==> src/rtl/dmsa_pkg.sv <==
package dmsa_pkg;

    localparam int HALF_W = 16;
    localparam int WORD_W = 2 * HALF_W;
    localparam int PROD_W = 2 * HALF_W;
    localparam int SUM_W  = WORD_W + 2;
    localparam int LANES  = 2;

    typedef logic [HALF_W-1:0]        half_t;
    typedef logic [WORD_W-1:0]        word_t;
    typedef logic signed [PROD_W-1:0] prod_t;
    typedef logic signed [SUM_W-1:0]  sum_t;

    // contents of the product register stage
    typedef struct packed {
        logic  valid;
        prod_t p_lo;
        prod_t p_hi;
        word_t acc;
    } prod_stage_t;

    // contents of the result register stage
    typedef struct packed {
        logic  valid;
        word_t result;
        logic  ovf;
    } res_stage_t;

    function automatic half_t half_of(input word_t w, input int idx);
        return w[idx*HALF_W +: HALF_W];
    endfunction

    function automatic word_t swap_halves(input word_t w);
        return {w[HALF_W-1:0], w[WORD_W-1:HALF_W]};
    endfunction

    // true when the exact sum lies outside the signed word range
    function automatic logic exceeds_word(input sum_t s);
        logic [SUM_W-WORD_W:0] top;
        top = s[SUM_W-1:WORD_W-1];
        return !((&top) || !(|top));
    endfunction

endpackage

==> src/rtl/dmsa_operand_sel.sv <==
module dmsa_operand_sel
    import dmsa_pkg::*;
(
    input  word_t b_in,
    input  logic  xchg,
    output word_t b_eff
);
    always_comb begin
        b_eff = xchg ? swap_halves(b_in) : b_in;
    end
endmodule

==> src/rtl/dmsa_prod_stage.sv <==
module dmsa_prod_stage
    import dmsa_pkg::*;
(
    input  logic        clk,
    input  logic        rst,
    input  logic        valid,
    input  word_t       a,
    input  word_t       b,
    input  word_t       c,
    output prod_stage_t q
);
    prod_t lane_prod [LANES];

    for (genvar g = 0; g < LANES; g++) begin : g_lane
        half_t ha;
        half_t hb;
        always_comb begin
            ha = half_of(a, g);
            hb = half_of(b, g);
            lane_prod[g] = prod_t'($signed(ha)) * prod_t'($signed(hb));
        end
    end

    always_ff @(posedge clk) begin
        if (rst) begin
            q.valid <= 1'b0;
        end else begin
            q.valid <= valid;
        end
        q.p_lo <= lane_prod[0];
        q.p_hi <= lane_prod[1];
        q.acc  <= c;
    end
endmodule

==> src/rtl/dmsa_acc_stage.sv <==
module dmsa_acc_stage
    import dmsa_pkg::*;
(
    input  logic        clk,
    input  logic        rst,
    input  prod_stage_t d,
    output logic        ovf_set,
    output res_stage_t  q
);
    sum_t exact;
    logic ovf_now;

    always_comb begin
        exact   = sum_t'($signed(d.p_lo)) - sum_t'($signed(d.p_hi))
                + sum_t'($signed(d.acc));
        ovf_now = exceeds_word(exact);
        ovf_set = d.valid && ovf_now;
    end

    always_ff @(posedge clk) begin
        if (rst) begin
            q.valid <= 1'b0;
        end else begin
            q.valid <= d.valid;
        end
        q.result <= exact[WORD_W-1:0];
        q.ovf    <= ovf_now;
    end
endmodule

==> src/rtl/dmsa_sticky.sv <==
module dmsa_sticky (
    input  logic clk,
    input  logic rst,
    input  logic clr,
    input  logic set,
    output logic flag
);
    always_ff @(posedge clk) begin
        if (rst) begin
            flag <= 1'b0;
        end else begin
            flag <= (flag && !clr) || set;
        end
    end
endmodule

==> src/rtl/dual_mulsub_acc.sv <==
module dual_mulsub_acc
    import dmsa_pkg::*;
(
    input  logic        clk,
    input  logic        rst,
    input  logic        in_valid,
    input  logic [31:0] in_a,
    input  logic [31:0] in_b,
    input  logic [31:0] in_c,
    input  logic        in_xchg,
    input  logic        clr_sat,
    output logic        out_valid,
    output logic [31:0] out_result,
    output logic        out_ovf,
    output logic        sat_flag
);
    word_t       b_eff;
    prod_stage_t s1;
    res_stage_t  s2;
    logic        ovf_set;

    dmsa_operand_sel u_sel (
        .b_in  (in_b),
        .xchg  (in_xchg),
        .b_eff (b_eff)
    );

    dmsa_prod_stage u_prod (
        .clk   (clk),
        .rst   (rst),
        .valid (in_valid),
        .a     (in_a),
        .b     (b_eff),
        .c     (in_c),
        .q     (s1)
    );

    dmsa_acc_stage u_acc (
        .clk     (clk),
        .rst     (rst),
        .d       (s1),
        .ovf_set (ovf_set),
        .q       (s2)
    );

    dmsa_sticky u_sticky (
        .clk  (clk),
        .rst  (rst),
        .clr  (clr_sat),
        .set  (ovf_set),
        .flag (sat_flag)
    );

    assign out_valid  = s2.valid;
    assign out_result = s2.result;
    assign out_ovf    = s2.valid && s2.ovf;
endmodule

==> config.mk <==
export PLATFORM = sky130hd
export DESIGN_NAME = dual_mulsub_acc
export DESIGN_NICKNAME = d
export VERILOG_FILES = /design/src/rtl/dmsa_pkg.sv /design/src/rtl/dmsa_operand_sel.sv /design/src/rtl/dmsa_prod_stage.sv /design/src/rtl/dmsa_acc_stage.sv /design/src/rtl/dmsa_sticky.sv /design/src/rtl/dual_mulsub_acc.sv
export SDC_FILE = /design/constraint.sdc
export NUM_CORES = 2
export LEC_CHECK = 0
export BUFFER_PORTS_ARGS = -buffer_cell sky130_fd_sc_hd__buf_4
export CAP_MARGIN = 5
export CORE_MARGIN = 2
export CORE_UTILIZATION = 60
export CTS_BUF_LIST = sky130_fd_sc_hd__clkbuf_4
export CTS_CLUSTER_DIAMETER = 150
export DETAILED_ROUTE_END_ITERATION = 10
export HOLD_SLACK_MARGIN = 0.12
export PLACE_DENSITY = 0.86
export SLEW_MARGIN = 20
export SYNTH_ARGS = -nofsm -noshare
export SYNTH_HDL_FRONTEND = slang
export SYNTH_SLANG_ARGS = --single-unit
export TNS_END_PERCENT = 10
==> constraint.sdc <==
create_clock -name clk -period 23 [get_ports clk]
set_input_delay 3.45 -clock clk [delete_from_list [all_inputs] [get_ports clk]]
set_output_delay 3.45 -clock clk [all_outputs]
set_load 0.05 [all_outputs]
== Word level (Yosys, flattened, before mapping) ==
Index checks and enable logic that the tools add are counted.

* Input bits: 101
* Output and inout bits: 35
* RAM bits: 0
* Memory bits (read-only): 0
* Memories: 0
* Latch bits: 0
* Word-level logic and storage cells: 23
* Register bits after elaboration: 132

* Bitwise gates (word level): 0
* Shift operators: 0
* Eq/ne operators: 0
* Mux-type cells: 1
* $lt $le $gt $ge: 0
* $add $sub $neg: 2
* Reductions and logical operators: 10
* Div/mod/pow operators: 0
* $mul: 2

{| class="wikitable"
|+ Operators with widths
! operator !! number
|-
| $mul 16x16->32 || 2
|-
| $add 33x32->34 || 1
|-
| $sub 32x32->33 || 1
|-
| $mux 32 || 1
|-
| $logic_and 1x1->1 || 3
|-
| $logic_not 1->1 || 3
|-
| $reduce_and 3->1 || 1
|-
| $reduce_or 3->1 || 1
|-
| $logic_or 1x1->1 || 2
|}

== Longest topological paths before layout ==
* Depth in word-level cells: 8
* Depth in mapped cells: 28

== Modules after synthesis ==
A second synthesis with hierarchy kept.

* Cells, all modules: 2738
* Area, all modules: 25717.2 sq um

{| class="wikitable"
|+ Modules (own cells, without submodules)
! module !! sequential area each (sq um) !! cells each !! instances !! area each (sq um)
|-
| dmsa_prod_stage || 1941.9 || 2233 || 1 || 21441.8
|-
| dmsa_acc_stage || 680.7 || 464 || 1 || 3686.0
|-
| dmsa_operand_sel || 0.0 || 36 || 1 || 544.3
|-
| dmsa_sticky || 20.0 || 4 || 1 || 38.8
|-
| dual_mulsub_acc || 0.0 || 1 || 1 || 6.3
|}

== Worst setup path before layout ==
OpenSTA, ideal clock, no wires.

* Path kind: input -> register
* Start: input in_xchg
* End: register u_prod.q[56] (netlist name)
* Slack: 12.921 ns
* Data arrival time: 9.957 ns
* Required time: 22.878 ns
* Stages: 27
* Buffers on the path: 4
* Library setup time: 0.122 ns
* Cells stage by stage: clkbuf_1 > buf_2 > buf_1 > mux2_2 > clkbuf_1 > nand2_1 > fa_1 > inv_1 > fa_1 > inv_1 > fa_1 > inv_1 > fa_1 > fa_1 > inv_1 > fa_1 > inv_1 > ha_1 > o21ai_0 > a21boi_0 > a2bb2oi_1 > o2111ai_1 > a21oi_1 > o21ai_0 > a21boi_0 > nor4_1 > a311o_1

{| class="wikitable"
|+ RTL lines
! item !! RTL line !! RTL
|-
| start, declared || dual_mulsub_acc.sv:10 || <nowiki>input logic in_xchg,</nowiki>
|-
| end, declared || dmsa_prod_stage.sv:10 || <nowiki>output prod_stage_t q</nowiki>
|}

==> results.py <==
metrics = {
    "hold_path": {
        "min_path_type": "reg -> reg",
        "hold_start": "u_prod.q[96]$_SDFF_PP0_",
        "hold_path_end": "u_acc.q[33]$_SDFF_PP0_",
        "hold_path_depth": 1,
    },
    "timing": {
        "clock_skew_ns": 0.0327,
        "relSlewSlack": 0.606,
        "maxSlewViolCount": 0,
        "min_period_ns": 9.85,
        "worstMarginPinSlew_ns": 0.584,
        "setup_tns_ns": 0,
        "fin_crit_sh": 0.428,
        "setup_viol": 0,
        "hold_viol_final": 0,
        "fmax_mhz": 102,
        "rsz0062_at_grt": "false",
    },
    "drt": {
        "wl_met1_mm": 21.7,
        "dr_wl_met3_mm": 4.09,
        "vias_per_cell": 5.55,
        "dr.pass1.iters": 7,
        "topRoutingLayerUsed": "met5",
        "post_drt_wl_per_cell_um": 17.6,
        "postRouteAntennaNets": 0,
        "drt-initial-drc-count": 1377,
        "drt-total-wl_mm": 59.3,
        "wl_met2_mm": 30.3,
        "vias": 18700,
        "drc_errors": 0,
    },
    "floorplan": {
        "io_pins": 136,
        "placeableCoreArea_um2": 42100,
        "dieArea_um2": 44500,
        "initial_core_util": 0.609,
        "die_w_um": 211,
        "rows": 75,
        "dieHeight_um": 211,
    },
    "synth": {
        "ys.flop_type": "dfxtp_1",
        "synth_edf_count": 0,
        "synth-warning-count": 0,
        "ys_async_sr_fraction": 0,
        "syn_inst": 2758,
        "netlist_area_um2": 25700,
        "synth.net_count": 3613,
        "synth-seq-cells": 132,
        "avgSynthCellArea_um2": 9.31,
        "yosysSeqAreaShare": 0.103,
        "synth_cell_types": 64,
    },
    "critical_path": {
        "r2r_end": "u_sticky.flag$_SDFF_PP0_",
        "criticalPathCategory": "in -> reg",
        "reg2reg_slack_ns": 19.24,
        "cp.arrival_ns": 10.31,
        "end_kind": "flop",
        "worstSetupStartpointType": "input port",
        "reg2reg_depth": 13,
        "required_ns": 23.46,
        "reg2reg_from": "u_prod.q[13]$_DFF_P_",
        "cp_max_fo": 32,
    },
    "finish": {
        "most-common-layout-cells": "722 x inv_1, 556 x fa_1, 267 x nand2_1, 198 x ha_1, 157 x and2_1",
        "nets": 3674,
        "stdcell_count": 3373,
        "mostFrequentLayoutCell": "inv_1",
        "drive_gt1_frac": 0.0784,
        "area_growth_syn_to_layout_pct": 6.06,
    },
    "clock_tree": {
        "cts.path.max_buffers": 2,
        "tritoncts": "built",
        "path_clk_slew_ns": 0.12,
        "htreeDepth": 4,
        "post_cts_buffers": 0,
        "cts_hold_buf": 0,
        "clk-insertion-delay-late_ns": 0.59,
        "ctsResizeCount": 0,
        "cts_root_buf": "clkbuf_4",
        "cts.sinks": 132,
        "cts_made_buffers": 17,
    },
    "global_routing": {
        "grt_overflow": 0,
        "grt_max_degree": 33,
        "grt_pass1_vias": 21300,
        "grt_pass1_wl_mm": 100,
        "grtUsageTotal": 0.287,
        "antenna_found_initial": 3,
    },
    "placed_design": {
        "routabilityCongestion": 0.925,
        "portBuffers": 135,
        "post-place-cells": 3338,
        "dp.final_hpwl_mm": 49.6,
    },
    "run": {
        "drv_cap": 0,
    },
    "run_status": {
        "outcome": "completed",
    },
}
[cell type report]
class,instances,area [um2]
inverters,722,2710
repair buffers,143,1070
multi-input cells,1803,19800
clock buffers,18,135
fillers,3181,14900
diodes,2,5.00
clock inverters,14,166
flip-flops and latches,132,2640
well taps,539,674
[worst max-delay path by stage]
stage | from | end | slack [ns] | cells after the start
global route | in_xchg | u_prod.q[95]$_DFF_P_ | 12.81 | 22
detailed placement | in_xchg | u_prod.q[94]$_DFF_P_ | 12.15 | 21
finish | in_xchg | u_prod.q[56]$_DFF_P_ | 13.15 | 24
CTS | in_xchg | u_prod.q[94]$_DFF_P_ | 12.80 | 21
global placement | in_xchg | u_prod.q[94]$_DFF_P_ | 12.64 | 23
floorplan | in_xchg | u_prod.q[56]$_DFF_P_ | 12.92 | 27
[synth_stat cells (all sizes together) (35+ instances only)]
cell type / instances / area [um2]
dfxtp: 132 / 2640
and2: 159 / 997
ha: 198 / 2480
fa: 556 / 11100
clkbuf: 66 / 248
o21ai: 40 / 204
buf: 35 / 254
a21o: 36 / 270
a21oi: 66 / 334
xnor2: 72 / 649
nor2: 71 / 267
nor2b: 99 / 619
nand2: 267 / 1000
inv: 722 / 2710
[per-layer routing]
layer,vias up,GRT usage
met4,4,0.145
li1,8249,-
met1,9465,0.340
met2,788,0.508
met5,-,0
met3,224,0.0439
[state kept, by name (all words and copies together), names as in the netlist]
| register | count |
|---|---|
| u_acc.q | 34 |
| u_sticky.flag | 1 |
| u_prod.q | 97 |
[cells by family after synthesis]
logic type / count (synthesis) / synth area share
compound gates: 227 / 0.0586
simple gates: 694 / 0.135
xor+xnor: 91 / 0.0318
fa+ha+maj: 754 / 0.530
buf+inv: 823 / 0.125
flops: 132 / 0.103
mux: 37 / 0.0161
[per-stage QoR]
step	setup WS, ns	cell area (um2)	util	hold WS (ns)
final	13.15	27200	0.646	0.473
after floorplan	12.92	25700	-	0.432
after detailed placement	12.15	26900	0.639	0.458
after global routing	12.81	27200	0.646	0.487
after global placement	12.64	26900	0.639	0.453
after CTS	12.80	27200	0.646	0.475
[worst max-delay path: stages]
cell       delay, ns
buf_4           0.40
mux2_2          0.63
nand2_1         0.17
fa_1            0.55
inv_1           0.05
fa_1            0.49
inv_1           0.05
fa_1            0.53
inv_1           0.05
fa_1            0.46
fa_1            0.51
inv_1           0.05
fa_1            0.47
inv_1           0.04
ha_1            0.31
o21ai_0         0.12
a21boi_0        0.23
a2bb2oi_1       0.25
o2111ai_1       0.29
a21oi_1         0.27
o21ai_0         0.13
a21boi_0        0.36
nor4_1          0.08
a311o_1         0.31
Power is left out: the tool's default activity adds up to more than one toggle a clock period on the data nets, which glitch-free logic cannot reach.
